File: config.mk
export PLATFORM = sky130hd
export DESIGN_NAME = hex_event_uart_tx
export DESIGN_NICKNAME = d
export VERILOG_FILES = /design/src/rtl/evtser_pkg.sv /design/src/rtl/evtser_ctrl.sv /design/src/rtl/evtser_dp.sv /design/src/rtl/hex_event_uart_tx.sv
export SDC_FILE = /design/constraint.sdc
export NUM_CORES = 1
export LEC_CHECK = 0
export ABC_AREA = 1
export BUFFER_PORTS_ARGS = -buffer_cell sky130_fd_sc_hd__buf_2
export CAP_MARGIN = 20
export CORE_ASPECT_RATIO = 1.75
export CORE_UTILIZATION = 30
export CTS_CLUSTER_DIAMETER = 200
export DETAILED_ROUTE_END_ITERATION = 8
export PLACE_DENSITY = 0.49
export SLEW_MARGIN = 30
export SYNTH_ARGS = -nofsm -noshare
export SYNTH_HDL_FRONTEND = slang
export SYNTH_SLANG_ARGS = --single-unit
File: constraint.sdc
create_clock -name clk -period 4.7 [get_ports clk]
set_input_delay 0.47 -clock clk [delete_from_list [all_inputs] [get_ports clk]]
set_output_delay 0.47 -clock clk [all_outputs]
set_load 0.1 [all_outputs]
File: src/rtl/evtser_pkg.sv
package evtser_pkg;
  localparam int CHAN_W     = 3;
  localparam int STAMP_W    = 20;
  localparam int NIB_W      = 4;
  localparam int DIGITS     = STAMP_W / NIB_W;
  localparam int REC_LEN    = DIGITS + 2;
  localparam int SEL_W      = $clog2(REC_LEN);
  localparam int FRAME_BITS = 10;
  localparam int BIT_W      = $clog2(FRAME_BITS);

  // strobes from control to datapath
  typedef struct packed {
    logic             load;      // capture event and start byte 0
    logic             shift;     // advance to next bit of frame
    logic             nextByte;  // load frame of byte byteSel
    logic [SEL_W-1:0] byteSel;   // which byte of the line to frame
  } dpCtrl_t;
endpackage

File: src/rtl/evtser_ctrl.sv
module evtser_ctrl
  import evtser_pkg::*;
#(
  parameter int BAUD_DIV = 1302
) (
  input  logic    clk,
  input  logic    rstN,
  input  logic    evtValid,
  output logic    evtReady,
  output logic    busy,
  output dpCtrl_t strobe
);
  localparam int CNT_W = (BAUD_DIV > 1) ? $clog2(BAUD_DIV) : 1;

  logic [CNT_W-1:0] baudCnt;
  logic [BIT_W-1:0] bitIdx;
  logic [SEL_W-1:0] byteIdx;
  logic bitEnd, lastBit, lastByte, lastTick, accept;

  assign bitEnd   = (baudCnt == CNT_W'(BAUD_DIV - 1));
  assign lastBit  = (bitIdx == BIT_W'(FRAME_BITS - 1));
  assign lastByte = (byteIdx == SEL_W'(REC_LEN - 1));
  assign lastTick = busy && bitEnd && lastBit && lastByte;
  assign evtReady = !busy || lastTick;
  assign accept   = evtValid && evtReady;

  always_comb begin
    strobe.load     = accept;
    strobe.shift    = busy && bitEnd && !lastBit;
    strobe.nextByte = busy && bitEnd && lastBit && !lastByte;
    strobe.byteSel  = accept ? '0 : byteIdx + SEL_W'(1);
  end

  always_ff @(posedge clk) begin
    if (!rstN) begin
      busy    <= 1'b0;
      baudCnt <= '0;
      bitIdx  <= '0;
      byteIdx <= '0;
    end else if (accept) begin
      busy    <= 1'b1;
      baudCnt <= '0;
      bitIdx  <= '0;
      byteIdx <= '0;
    end else if (busy) begin
      if (bitEnd) begin
        baudCnt <= '0;
        if (!lastBit) begin
          bitIdx <= bitIdx + BIT_W'(1);
        end else if (!lastByte) begin
          bitIdx  <= '0;
          byteIdx <= byteIdx + SEL_W'(1);
        end else begin
          busy    <= 1'b0;
          bitIdx  <= '0;
          byteIdx <= '0;
        end
      end else begin
        baudCnt <= baudCnt + CNT_W'(1);
      end
    end
  end
endmodule

File: src/rtl/evtser_dp.sv
module evtser_dp
  import evtser_pkg::*;
(
  input  logic               clk,
  input  logic               rstN,
  input  dpCtrl_t            strobe,
  input  logic [CHAN_W-1:0]  evtChan,
  input  logic               evtFall,
  input  logic [STAMP_W-1:0] evtStamp,
  output logic               txLine
);
  logic [NIB_W-1:0]      leadQ, leadSrc;
  logic [STAMP_W-1:0]    stampQ, stampSrc;
  logic [FRAME_BITS-1:0] frameQ;
  logic [NIB_W-1:0]      digit [DIGITS];
  logic [SEL_W-1:0]      digIdx;
  logic [7:0]            charOut;

  function automatic logic [7:0] hexChar(input logic [NIB_W-1:0] n);
    return (n < NIB_W'(10)) ? (8'h30 + 8'(n)) : (8'h37 + 8'(n));
  endfunction

  // fresh inputs feed byte 0 in the capture cycle
  assign leadSrc  = strobe.load ? {evtFall, evtChan} : leadQ;
  assign stampSrc = strobe.load ? evtStamp : stampQ;

  for (genvar g = 0; g < DIGITS; g++) begin : g_digit
    assign digit[g] = stampSrc[STAMP_W-1-g*NIB_W -: NIB_W];
  end

  assign digIdx = strobe.byteSel - SEL_W'(1);

  always_comb begin
    if (strobe.byteSel == '0)
      charOut = hexChar(leadSrc);
    else if (strobe.byteSel <= SEL_W'(DIGITS))
      charOut = hexChar(digit[digIdx]);
    else
      charOut = 8'h0D;
  end

  always_ff @(posedge clk) begin
    if (!rstN) begin
      leadQ  <= '0;
      stampQ <= '0;
      frameQ <= '1;
    end else begin
      if (strobe.load) begin
        leadQ  <= {evtFall, evtChan};
        stampQ <= evtStamp;
      end
      if (strobe.load || strobe.nextByte)
        frameQ <= {1'b1, charOut, 1'b0};
      else if (strobe.shift)
        frameQ <= {1'b1, frameQ[FRAME_BITS-1:1]};
    end
  end

  assign txLine = frameQ[0];
endmodule

File: src/rtl/hex_event_uart_tx.sv
module hex_event_uart_tx
  import evtser_pkg::*;
#(
  parameter int BAUD_DIV = 1302
) (
  input  logic               clk,
  input  logic               rstN,
  input  logic               evtValid,
  output logic               evtReady,
  input  logic [CHAN_W-1:0]  evtChan,
  input  logic               evtFall,
  input  logic [STAMP_W-1:0] evtStamp,
  output logic               txLine
);
  dpCtrl_t strobe;
  logic    busy;

  evtser_ctrl #(.BAUD_DIV(BAUD_DIV)) u_ctrl (
    .clk(clk), .rstN(rstN), .evtValid(evtValid),
    .evtReady(evtReady), .busy(busy), .strobe(strobe)
  );

  evtser_dp u_dp (
    .clk(clk), .rstN(rstN), .strobe(strobe), .evtChan(evtChan),
    .evtFall(evtFall), .evtStamp(evtStamp), .txLine(txLine)
  );
endmodule

==> Word-level counts from Yosys, hierarchy flattened <==
Index checks and enable logic that the tools add are counted.
Widths: inputs -> output; s select.
{ "word_totals": {"wordCells": 60, "in_bits": 27, "reg_bits": 52} }
{ "op_classes": {"n_mux": 20, "order_cmp": 4, "bitwise": 2, "add_sub_neg": 8, "n_reduce_logical": 16, "eq_ne": 3} }
{ "ops": {"columns": ["cell", "n"], "rows": [
  ["$mux 8", 4],
  ["$add 6x4->7 const A", 4],
  ["$mux 20", 1],
  ["$mux 9", 2],
  ["$mux 4", 4],
  ["$bmux 4 s3", 1],
  ["$add 11x1->11 const B", 1],
  ["$eq 11x11->1 const B", 1],
  ["$mux 11", 1],
  ["$lt 4x4->1 const B", 2],
  ["$logic_and 1x1->1", 6],
  ["$mux 3", 2],
  ["$mux 1", 5],
  ["$add 4x1->4 const B", 1],
  ["$eq 4x4->1 const B", 1],
  ["$ge 4x4->1 const B", 1],
  ["$not 3->4", 1],
  ["$add 3x1->3 const B", 1],
  ["$eq 3x3->1 const B", 1],
  ["$le 3x3->1 const B", 1],
  ["$logic_not 1->1", 3],
  ["$logic_not 3->1", 1],
  ["$reduce_and 3->1", 1],
  ["$sub 3x1->3 const B", 1],
  ["other kinds (5)", 6]
]} }

==> Longest topological paths before layout <==
Gate-level depths: netlist of the first run.
{ "logic_depth": {"depth_word": 17, "depth_mapped": 27} }

==> By module <==
From an unflattened synthesis of the first run, not the netlist that was laid out.
{ "hier_totals": {"cells_unflattened": 453, "hier_area_um2": 3036.7} }
{ "by_module_without_submodules": {"columns": ["module", "cells_each", "n_inst", "area_per_inst_um2", "seq_area_each_um2"], "rows": [
  ["evtser_dp", 289, 1, 1875.5, 660.6],
  ["evtser_ctrl", 164, 1, 1161.1, 380.4]
]} }

==> Worst setup path after synthesis of the first run <==
Ideal clock, no wire load.
{ "synth_timing": {"path_kind": "register to register", "start": "reg u_ctrl.byteIdx[0]", "end": "reg u_dp.frameQ[5]", "setup_slack_ns": 0.864, "setup_time_ns": 0.131, "stages_incl_launch_ff": 25, "n_path_buf": 3, "synth_period_minus_slack_ns": 3.836, "arrival_time_ns": 3.705, "required_time_ns": 4.569, "path_cell_list": "dfxtp_1 clkinv_1 ha_1 nand2_1 nor2_1 nand2_2 nand2_4 nand2_4 buf_4 buf_2 clkbuf_1 nand2_1 ha_1 ha_1 nor2_1 nand2_1 nor2_1 a21oi_4 ha_1 nand3_1 inv_1 o21ai_1 nand2_1 nand2_1 nand3_1"} }
{ "synth_between": {"elab_chain_cells": 15, "word_cells_on_any_way": 30, "classes_between": "6 x add/sub; 3 x order compare; 1 x eq/ne; 11 x mux; 1 x bitwise; 8 x reduce/logical"} }
{ "synth_rtl": {"columns": ["item", "line_no", "rtl"], "rows": [
  ["start: declaration", "evtser_ctrl.sv:17", "logic [SEL_W-1:0] byteIdx;"],
  ["start signal: assignment", "evtser_ctrl.sv:52", "byteIdx <= byteIdx + SEL_W'(1);"],
  ["$eq 3x3->1 (*)", "evtser_ctrl.sv:22", "assign lastByte = (byteIdx == SEL_W'(REC_LEN - 1));"],
  ["$logic_and 1x1->1 (*)", "evtser_ctrl.sv:23", "assign lastTick = busy && bitEnd && lastBit && lastByte;"],
  ["$logic_or 1x1->1 (*)", "evtser_ctrl.sv:24", "assign evtReady = !busy || lastTick;"],
  ["named net evtReady", "hex_event_uart_tx.sv:9", "output logic evtReady,"],
  ["$logic_and 1x1->1 (*)", "evtser_ctrl.sv:25", "assign accept = evtValid && evtReady;"],
  ["$mux 3", "evtser_ctrl.sv:31", "strobe.byteSel = accept ? '0 : byteIdx + SEL_W'(1);"],
  ["$sub 3x1->3", "evtser_dp.sv:31", "assign digIdx = strobe.byteSel - SEL_W'(1);"],
  ["$not 3->4 (implied by the code)", "evtser_dp.sv:37", "charOut = hexChar(digit[digIdx]);"],
  ["$bmux 4 s3", "evtser_dp.sv:37", null],
  ["$mux 4 (implied by the code) (2 in series)", "evtser_dp.sv:37", null],
  ["$add 6x4->7 or $lt 4x4->1 (tied branches)", "evtser_dp.sv:20", "return (n < NIB_W'(10)) ? (8'h30 + 8'(n)) : (8'h37 + 8'(n));"],
  ["$mux 8", "evtser_dp.sv:20", null],
  ["$mux 8", "evtser_dp.sv:36", "else if (strobe.byteSel <= SEL_W'(DIGITS))"],
  ["$mux 8", "evtser_dp.sv:34", "if (strobe.byteSel == '0)"],
  ["$mux 9", "evtser_dp.sv:52", "if (strobe.load || strobe.nextByte)"],
  ["end signal: assignment", "evtser_dp.sv:53", "frameQ <= {1'b1, charOut, 1'b0};"],
  ["end signal: assignment", "evtser_dp.sv:55", "frameQ <= {1'b1, frameQ[FRAME_BITS-1:1]};"],
  ["end: declaration", "evtser_dp.sv:14", "logic [FRAME_BITS-1:0] frameQ;"]
]} }
Mark *: on every way through the listed nets, which the timed path passes. The rest lies on a longest branch. The select of a mux whose other input is x is not followed.
A chain may end at the register's enable or synchronous reset.

==> Worst setup path after layout of the first run <==
{ "layout_timing": {"start": "reg u_ctrl.byteIdx[0]", "end": "reg u_dp.frameQ[5]"} }
{ "layout_between": {"elab_chain_cells": 15, "word_cells_on_any_way": 30, "classes_between": "6 x add/sub; 3 x order compare; 1 x eq/ne; 11 x mux; 1 x bitwise; 8 x reduce/logical"} }
{ "layout_rtl": {"columns": ["item"], "rows": [
  ["branches (longest 15 deep; another with $add 6x4->7)"]
]} }
Several ways; the timed one is not identified. The select of a mux whose other input is x is not followed.

==> results.md, run 1 <==
* Psw at 0.000302 W
* Hold Path Depth at 3
* Fill cells at just over 1000
* Initial DRC Count at just over 70
* DRT Wirelength at between 6000 and 7000 um
* Overall Global Routing Usage at 14.9%
* Worst EP arrival at slightly below 4000 ps
* Synth Register Bits at 52
* Post-DR wirelength/cell at 11.7 um
* # DRC at 0
* H-tree depth at 2
* Crit path time final at 3760 ps
* Core Util, Final at 35.1%
* Number of diodes at 0
* Reg2Reg Setup Slack at just over 900 ps
* CTS sink cnt at 52
* Syn Nets at about 430
* PortBufs at 28
* Power density over the cells at 329 nW/um^2
* Vias in the first global route at roughly 2400
* CTS tree: built
* Max_slew headroom at between 60% and 70%
* Reg power frac at 45.4%
* Placer Congestion at 0.824
* Final std cells w/o fill at about 550
* Final Max Slew Viols at 0
* Root Buffer: clkbuf_16
* Area Overhead vs Synth at 14.0%
* Fmax achieved at approximately 0.27 GHz
* Top cell by count, worst path: nand2_1
* RSZ-0062 raised after global routing: no
* Crit path kind: reg2reg
* DRT Pass-1 Iters at 4
* Via Count at ~2500
* Worst Setup SP: u_ctrl.byteIdx[0]
* Bufs and invs on worst path at 5
* Post-synth cell types at 40
* Worst-path clk slew at roughly 70 ps
* DIE WIDTH at around 75 um
* Cells after synthesis at a little under 400
* Post-CTS Resized at 0
* CTS max path bufs at 2
* Fin crit share at between 80% and 90%
* Leak pwr at roughly 1.4 nW
* Inst Count DP at about 540
* Worst-Margin Slew at about 550 ps
* Worst skew pair latency at ~300 ps
* Yosys top cell area share at a little under two fifths
* Final HPWL DP at slightly below 5000 um
* Syn avg cell area at approximately 7 um^2
* Postcts setup bufs at 0
* Power consumption at ~0.0010 W
* Critical Path Stages at 23
* Outcome: finished, final reports clean
* Final hold vios at 0
* Die H at 129 um
* Crit path to: u_dp.frameQ[5]
* Layout Skew at between 7 and 8 ps
* Proportion of layout cells with a drive suffix above 1 at 15.8%
* Drt via density at ~4.5
* Pin count of the biggest net entering global routing at between 40 and 50
* # setup viols final at 0
* GR Overflow Total at 0
* Power share of the combinational group at approximately 18%
* Slowest CP cell: nand2_4
* Site row count at 46
* Initial Util at a little over 30%
* Post-DRT Antenna Nets at 0
* Clock power frac at between 30% and 40%
* Worst EP required at roughly 5000 ps
* Worst r2r src: u_ctrl.byteIdx[0]
* Int Power at 0.000743 W
* Crit path largest cell delay at 380 ps
* Hold Buf Count CTS at 0
* Maxcap violations at 0
* Core ar. at between 9000 and 10000 um^2
* Area leader, netlist: dfxtp_1
* Startpoint class of the critical path: register
* Global-route wire length before repair at around 11000 um
* Die area at ~9700 um^2
* Fin Setup TNS at 0 ps
* Area contributors post-synth: dfxtp_1 (37%), nand2_1 (12%), inv_1 (6.9%)
* RR Endpoint: u_dp.frameQ[5]
* Sw Ratio at between 20% and 30%
* Synth Cell Area at between 2000 and 3000 um^2
* Worst vdd ir at roughly 210 uV
* R2R depth at 23
* Hold Crit Class: in2reg
* Nets at 460
* Largest delay share family, worst path: simple AND/OR/NAND/NOR gates
* Post-synthesis sequential area ratio at 37.4%
* Worst-path fanout max at 43
* Crit. End Element: register
* CTS Buf Count at 5
* Antenna violations before repair at 0
* Yosys Warn Count at 0
* Crit path cell chain: clkinv_1 > ha_1 > nand2_1 > nor2_1 > nand2_2 > nand2_4 > nand2_4 > inv_2 > or2_2 > ha_1 > nor2_1 > nand2_1 > inv_1 > nand2_1 > nand2_1 > inv_1 > ha_1 > nand3_1 > inv_1 > o21ai_1 > nand2_1 > nand2_1 > nand3_1
* # IOs at 29
-- power by group through the flow --
stage	logic (W)	clock network (W)	registers [W]
2_1_floorplan	0.000148	0	0.000486
3_3_place_gp	0.000195	0	0.000484
3_5_place_dp	0.000196	0	0.000485
4_1_cts	0.000197	0.000393	0.000475
5_1_grt	0.000219	0.000407	0.000477
6_report	0.000193	0.000378	0.000475
-- kinds of logic after synthesis --
| kind of cell | synth area share [%] |
|---|---|
| xor+xnor | 0.944 |
| mux | 1.21 |
| simple gates | 31.6 |
| fa+ha+maj | 4.05 |
| buf+inv | 9.80 |
| flops | 37.4 |
| compound gates | 15.0 |
-- how the worst min path moves through the flow --
stage                        start              end  slack [ps]
detailed placement  u_dp.frameQ[8]   u_dp.frameQ[8]         450
floorplan           u_dp.frameQ[8]   u_dp.frameQ[8]         420
CTS                   evtStamp[19]  u_dp.stampQ[19]         420
finish                evtStamp[19]  u_dp.stampQ[19]         420
global route          evtStamp[19]  u_dp.stampQ[19]         420
global placement    u_dp.frameQ[8]   u_dp.frameQ[8]         450
-- layer usage --
layer	track usage [%]	wire [um]	up-vias
li1	-	-	1327
met1	16.1	2700	1109
met2	27.5	3400	24
met3	2.57	126	11
met4	6.22	151	0
met5	0	0	-
-- worst register-to-register path, delay by kind of cell (launching register included) --
kind                     cells  cell delay, ps
adder cells (fa/ha/maj)      3             840
AO/OA/AOI/OAI                1             120
AND/OR/NAND/NOR             14            1660
buffers and inverters        5             640
flip-flops                   1             360
-- final cells by class --
type,instances,area [um^2],share of cell area (%)
clock buffer,7,143,4.50
clock inverter,1,7.51,0.237
tap,120,150,4.73
sequential,52,1040,32.8
inverter,57,214,6.74
timing repair buffer,29,148,4.65
multi-input combinational,279,1470,46.3
-- Yosys cell counts --
library cell	number
xor2_1	2
ha_1	9
nand4_1	4
or2_2	5
nand2_4	4
dfxtp_1	52
clkinv_1	1
mux2i_1	2
a31oi_1	3
a221o_1	1
o21ai_0	13
buf_2	2
nor3b_1	1
o211a_1	1
or2_1	3
a21oi_1	23
nor2_1	47
xnor2_1	1
o31ai_1	1
a21oi_4	2
buf_4	1
mux2i_2	1
buf_6	2
inv_2	5
nor2_2	2
nand3_1	28
o21bai_1	1
o21ai_1	4
nand2_2	7
inv_1	51
nor4_1	1
o211ai_1	8
a211oi_1	2
nor3_1	8
a21oi_2	1
a22o_1	1
a21boi_2	1
nand2_1	89
clkbuf_1	5
o21ai_2	3
-- through the flow --
stage / instance area (um^2) / setup slack (ps) / hold WS, ps
2_1_floorplan: 2780 / 864 / 424
3_3_place_gp: 3020 / 1040 / 447
3_5_place_dp: 3020 / 917 / 448
4_1_cts: 3170 / 873 / 417
5_1_grt: 3170 / 478 / 422
6_report: 3170 / 935 / 424
-- state kept, by name, indices dropped and copies added (netlist names) --
name            count
u_ctrl.byteIdx      3
u_dp.frameQ         9
u_dp.leadQ          4
u_ctrl.busy         1
u_ctrl.baudCnt     11
u_ctrl.bitIdx       4
u_dp.stampQ        20
-- cells in the final DEF (no fill, tap or decap), types with 2 or more instances in the layout --
cell type  count
nand2_1       89
dfxtp_1       52
inv_1         51
nor2_1        47
nand3_1       28
buf_2         28
a21oi_1       23
o21ai_0       13
ha_1           9
o211ai_1       8
nor3_1         8
nand2_2        7
inv_2          5
or2_2          5
clkbuf_16      5
nand4_1        4
nand2_4        4
o21ai_1        4
or2_1          3
o21ai_2        3
a31oi_1        3
nor2_2         2
mux2i_1        2
a21oi_4        2
a211oi_1       2
xor2_1         2
Note: power is estimated with default switching activity, not from simulation.
==> inputs of run 2 (changes only) <==
==> constraint.sdc (replaced) <==
create_clock -name clk -period 3.8 [get_ports clk]
set_input_delay 0.38 -clock clk [delete_from_list [all_inputs] [get_ports clk]]
set_output_delay 0.38 -clock clk [all_outputs]
set_load 0.1 [all_outputs]
==> run 2 against run 1 <==
First-iteration DRC count grew 24%. Flip-flop and latch count unchanged. Cell count grew 0.18%. Maximum frequency rose by 13%. Critical path type unchanged.
==> results.md, run 2 (same netlist as run 1, synthesis figures left out) <==
* Worst-path clk slew at 70 ps (about the same)
* Sw Ratio at 28.7% (-0.24 points)
* Vias in the first global route at 2444 (+0.45%)
* Worst vdd ir at 231 uV (+13%)
* Worst-path fanout max at 21 (-51%)
* Final hold vios at 0 (unchanged)
* Fin crit share at 87.4% (+7.3 points)
* Global-route wire length before repair at 11000 um (+0.25%)
* Psw at 0.000370 W (+22%)
* Worst Setup SP: u_ctrl.byteIdx[0]
* Postcts setup bufs at 0 (unchanged)
* Pre-CTS setup slack at 489 ps (-428 ps)
* Hold Path Depth at 3 (unchanged)
* Worst-Margin Slew at 810 ps (+263 ps)
* Worst r2r src: u_ctrl.byteIdx[0]
* Bufs and invs on worst path at 5 (unchanged)
* Crit path kind: reg2reg
* PortBufs at 28 (unchanged)
* Initial DRC Count at 89 (+24%)
* Reg power frac at 45.5% (about the same)
* Placer Congestion at 0.786 (-4.7%)
* Fmax achieved at 0.301 GHz (+13%)
* Die H at 129 um (unchanged)
* Antenna violations before repair at 0 (unchanged)
* Power density over the cells at 405 nW/um^2 (+23%)
* Max_slew headroom at 45.9% (-17 points)
* FF+latch area at 1040 um^2 (unchanged)
* Largest delay share family, worst path: simple AND/OR/NAND/NOR gates
* H-tree depth at 2 (unchanged)
* Crit. End Element: register
* Worst hold start: evtStamp[11]
* CTS Buf Count at 5 (unchanged)
* Worst EP required at 3970 ps (-900 ps)
* Leak pwr at 1.42 nW (+0.28%)
* Final HPWL DP at 4990 um (+2.3%)
* Drt via density at 4.58 (+0.95%)
* Proportion of layout cells with a drive suffix above 1 at 16.0% (+0.20 points)
* Worst EP arrival at 3490 ps (-450 ps)
* DRT Pass-1 Iters at 4 (unchanged)
* CTS tree: built
* Area Overhead vs Synth at 14.2%
* Final Max Slew Viols at 0 (unchanged)
* Layout Skew at 5.87 ps (-1.16 ps)
* Commonest non-fill, non-tap cell in the layout: nand2_1
* Power share of the combinational group at 18.6% (+0.2 points)
* Post-DR wirelength/cell at 12.0 um (+2.1%)
* Outcome: finished, final reports clean
* Overall Global Routing Usage at 15.0% (+0.14 points)
* Via Count at 2499 (+1.1%)
* Pin count of the biggest net entering global routing at 24 (-45%)
* Largest Register: u_dp.stampQ
* Most frequent cells in the layout: nand2_1 (89), dfxtp_1 (52), inv_1 (51), nor2_1 (47)
* Fill cells at 1016 (+0.30%)
* Max FFs per register at 20 (unchanged)
* Nets at 461 (+0.22%)
* # DRC at 0 (unchanged)
* DIE WIDTH at 74.8 um (unchanged)
* Startpoint class of the critical path: register
* CTS max path bufs at 2 (unchanged)
* # setup viols final at 0 (unchanged)
* Post-CTS Resized at 0 (unchanged)
* Final setup margin at 477 ps (-458 ps)
* Slowest CP cell: ha_1
* Hold Crit Class: in2reg
* Top cell by count, worst path: nand2_1
* Crit path time final at 3320 ps (-442 ps)
* CTS sink cnt at 52 (unchanged)
* Core ar. at 9040 um^2 (unchanged)
* Crit path largest cell delay at 390 ps (about the same)
* Int Power at 0.000919 W (+24%)
* Number of diodes at 0 (unchanged)
* Initial Util at 30.8% (unchanged)
* Maxcap violations at 0 (unchanged)
* # IOs at 29 (unchanged)
* Site row count at 46 (unchanged)
* Critical Path Stages at 23 (unchanged)
* Top Registers: u_dp.stampQ: 20 flops, u_ctrl.baudCnt: 11 flops, u_dp.frameQ: 9 flops
* R2R depth at 23 (unchanged)
* RSZ-0062 raised after global routing: no
* Clock power frac at 35.9% (-0.3 points)
* Post-DRT Antenna Nets at 0 (unchanged)
* DRT Wirelength at 6530 um (+2.3%)
* Root Buffer: clkbuf_16
* Multi-input gate area at 1470 um^2 (unchanged)
* GR Overflow Total at 0 (unchanged)
* Hold Buf Count CTS at 0 (unchanged)
* Die area at 9680 um^2 (unchanged)
* Worst skew pair latency at 290 ps (about the same)
* Crit path cell chain: clkinv_1 > ha_1 > nand2_1 > nor2_1 > nand2_2 > nand2_4 > nand2_4 > inv_2 > or2_2 > ha_1 > nor2_1 > nand2_1 > inv_1 > nand2_1 > nand2_1 > inv_1 > ha_1 > nand3_1 > inv_1 > o21ai_1 > nand2_1 > nand2_1 > nand3_1
* Fin Setup TNS at 0 ps (unchanged)
[run 2: layer usage]
metal	track usage, %	wire length [um]	share of wire, %	up-vias
met1	15.0	2580	40	1141
met3	2.64	112	1.7	9
met4	5.77	144	2.2	0
li1	-	-	-	1330
met2	29.4	3690	56	19
met5	0	0	0	-
[run 2: path summary, 6_finish.rpt]
path / to / slack (ps)
max reg2reg: u_dp.frameQ[5] / 480
min: u_dp.stampQ[11] / 330
min reg2reg: u_dp.stampQ[17] / 460
max: u_dp.frameQ[5] / 480
[run 2: power groups by stage]
| stage | logic, W | registers, W | clock network, W |
|---|---|---|---|
| finish | 0.000240 | 0.000586 | 0.000463 |
| global placement | 0.000241 | 0.000599 | 0 |
| floorplan | 0.000184 | 0.000601 | 0 |
| detailed placement | 0.000242 | 0.000599 | 0 |
| CTS | 0.000243 | 0.000586 | 0.000486 |
| global route | 0.000272 | 0.000589 | 0.000513 |
[run 2: layout make-up]
class	instances	share of cell area, %
Sequential cell	52	32.7
Clock inverter	1	0.236
Tap cell	120	4.72
Clock buffer	7	4.48
Inverter	57	6.73
Timing Repair Buffer	30	4.88
Multi-Input combinational cell	279	46.2
[run 2: per-stage QoR]
step | cells | hold slack, ps | power (W) | cell area (um^2) | util (%)
after floorplan | 398 | 424 | 0.000785 | 2790 | -
after global placement | 538 | 440 | 0.000840 | 3030 | 33.5
after detailed placement | 538 | 447 | 0.000841 | 3030 | 33.5
after CTS | 546 | 329 | 0.00132 | 3180 | 35.2
after global routing | 546 | 337 | 0.00137 | 3180 | 35.2
final | 546 | 331 | 0.00129 | 3180 | 35.2
[run 2: tightest hold or removal path, cell delays in order]
cell     delay [ps]
buf_2            90
nand2_1          50
a21oi_1          50
==> inputs of run 3 (changes only) <==
--- a/config.mk
+++ b/config.mk
@@ -13,6 +13,7 @@
 export CTS_CLUSTER_DIAMETER = 200
 export DETAILED_ROUTE_END_ITERATION = 8
 export PLACE_DENSITY = 0.49
+export REMOVE_ABC_BUFFERS = 1
 export SLEW_MARGIN = 30
 export SYNTH_ARGS = -nofsm -noshare
 export SYNTH_HDL_FRONTEND = slang
==> run 3 against run 2 <==
First-iteration DRC count down 11%. Sequential share of layout area down 0.064 points. Cell area up 0.20%. Hold slack worse by 2.1 ps. Utilization up 0.069 points. Clock-buffer cell count down 1. Clock power up 12%. Flip-flop and latch count unchanged. Global-route usage down 0.22 points. Power up 4.3%. Critical path type unchanged. Largest cell class unchanged.
==> results.md, run 3 (same netlist as run 1, synthesis figures left out) <==
* Outcome: finished, final reports clean
* Worst-path fanout max at 11 (-48%)
* Post-CTS Resized at 0 (unchanged)
* R2R depth at 21 (-8.7%)
* Fin Setup TNS at 0 ps (unchanged)
* Final hold vios at 0 (unchanged)
* Layout Skew at 10.3 ps (+4.43 ps)
* Pin count of the biggest net entering global routing at 41 (+71%)
* # setup viols final at 0 (unchanged)
* Via Count at 2475 (-0.96%)
* RR Endpoint: u_dp.frameQ[5]
* Hold path endpoint: u_dp.stampQ[11]
* Proportion of layout cells with a drive suffix above 1 at 15.8% (-0.20 points)
* Drt via density at 4.54 (-0.78%)
* Maxcap violations at 0 (unchanged)
* Antenna violations before repair at 0 (unchanged)
* Max_slew headroom at 46.6% (+0.63 points)
* Final Max Slew Viols at 0 (unchanged)
* H-tree depth at 2 (unchanged)
* Global-route wire length before repair at 11000 um (-0.18%)
* Post-DRT Antenna Nets at 0 (unchanged)
* Crit path kind: reg2reg
* CTS sink cnt at 52 (unchanged)
* Worst skew pair latency at 300 ps (about the same)
* Worst-path clk slew at 80 ps (about the same)
* CTS Buf Count at 5 (unchanged)
* FF+latch area at 1040 um^2 (unchanged)
* Root Buffer: clkbuf_16
* DRT Pass-1 Iters at 4 (unchanged)
* Commonest non-fill, non-tap cell in the layout: nand2_1
* Number of diodes at 0 (unchanged)
* Vias in the first global route at 2450 (+0.25%)
* Hold Buf Count CTS at 0 (unchanged)
* Initial DRC Count at 79 (-11%)
* Top Registers: u_dp.stampQ: 20 flops, u_ctrl.baudCnt: 11 flops, u_dp.frameQ: 9 flops
* Worst EP arrival at 3470 ps (-20 ps)
* DIE WIDTH at 74.8 um (unchanged)
* Worst EP required at 3970 ps (about the same)
* Hold Path Depth at 3 (unchanged)
* Post-DR wirelength/cell at 11.6 um (-3.2%)
* Multi-input gate area at 1470 um^2 (unchanged)
* Hold Crit Class: in2reg
* Power consumption at 0.00134 W (+4.3%)
* Crit. End Element: register
* Fmax achieved at 0.303 GHz (+0.77%)
* Worst hold start: evtStamp[11]
* Nets at 460 (-0.22%)
* Startpoint class of the critical path: register
* Fin crit share at 86.8% (-0.67 points)
* RSZ-0062 raised after global routing: no
* Inst Count DP at 537 (-0.19%)
* Worst vdd ir at 238 uV (+3.1%)
* Crit path time final at 3300 ps (-25.5 ps)
* Final std cells w/o fill at 545 (-0.18%)
* Final setup margin at 503 ps (+25.5 ps)
* CTS tree: built
* Fill cells at 995 (-2.1%)
* Initial Util at 30.8% (unchanged)
* CTS max path bufs at 2 (unchanged)
* Worst r2r src: u_ctrl.byteIdx[0]
* Die area at 9680 um^2 (unchanged)
* # DRC at 0 (unchanged)
* Leak pwr at 1.42 nW (+0.46%)
* Postcts setup bufs at 0 (unchanged)
* Worst-Margin Slew at 801 ps (-9.40 ps)
* Power density over the cells at 422 nW/um^2 (+4.1%)
* DRT Wirelength at 6310 um (-3.3%)
* Final HPWL DP at 4770 um (-4.5%)
* Core ar. at 9040 um^2 (unchanged)
* Placer Congestion at 0.765 (-2.7%)
* Site row count at 46 (unchanged)
* Max FFs per register at 20 (unchanged)
* PortBufs at 28 (unchanged)
* Die H at 129 um (unchanged)
* Reg2Reg Setup Slack at 500 ps (+30 ps)
* Area Overhead vs Synth at 14.5%
* Overall Global Routing Usage at 14.8% (-0.22 points)
* Largest Register: u_dp.stampQ
* # IOs at 29 (unchanged)
* GR Overflow Total at 0 (unchanged)
* Pre-CTS setup slack at 514 ps (+25.4 ps)
* Most frequent cells in the layout: nand2_1 (89), dfxtp_1 (52), inv_1 (51), nor2_1 (47)
## run 3: worst max-delay path by stage
stage,start,cells past startpoint,to
finish,u_ctrl.byteIdx[0],21,u_dp.frameQ[5]
global route,u_ctrl.byteIdx[0],23,u_dp.frameQ[5]
CTS,u_ctrl.byteIdx[0],21,u_dp.frameQ[5]
detailed placement,u_ctrl.byteIdx[0],21,u_dp.frameQ[5]
global placement,u_ctrl.byteIdx[0],21,u_dp.frameQ[5]
floorplan,u_ctrl.byteIdx[0],21,u_dp.frameQ[5]
## run 3: stage by stage
step	util, %	area, um^2	hold slack (ps)
after floorplan	-	2730	424
after global placement	33.5	3020	449
after detailed placement	33.5	3020	447
after CTS	35.3	3190	327
after global routing	35.3	3190	344
final	35.3	3190	329
## run 3: worst max-delay path, stage by stage (launching register included)
cell and delay (ps):
dfxtp_1 360, clkinv_1 230, ha_1 270, nand2_1 100, nor2_1 60, nand2_2 80
nand2_4 80, nand2_4 100, inv_2 100, or2_2 300, ha_1 380, nor2_1 120
nand2_1 90, nor2_1 190, a21oi_4 60, ha_1 210, nand3_1 100, inv_1 60
o21ai_1 120, nand2_1 60, nand2_1 50, nand3_1 50
## run 3: where the power goes
part	leakage (nW)	internal (W)	switching, W	total, W
clock network	0.0808	0.000311	0.000209	0.000520
registers	0.426	0.000574	0.0000125	0.000587
logic	0.917	0.0000825	0.000156	0.000239
total	1.42	0.000967	0.000378	0.00134
## run 3: cell type report
class                   instances  area share (%)
multi-input cells             279            46.1
clock buffers                   6            4.04
inverters                      57            6.71
clock inverters                 2            1.10
flip-flops and latches         52            32.7
well taps                     120            4.71
repair buffers                 29            4.63
## run 3: layer usage
layer	vias up	track usage (%)	routed length [um]
li1	1329	-	-
met1	1118	14.9	2540
met2	23	29.1	3550
met3	5	2.57	123
met4	0	4.99	103
met5	-	0	0
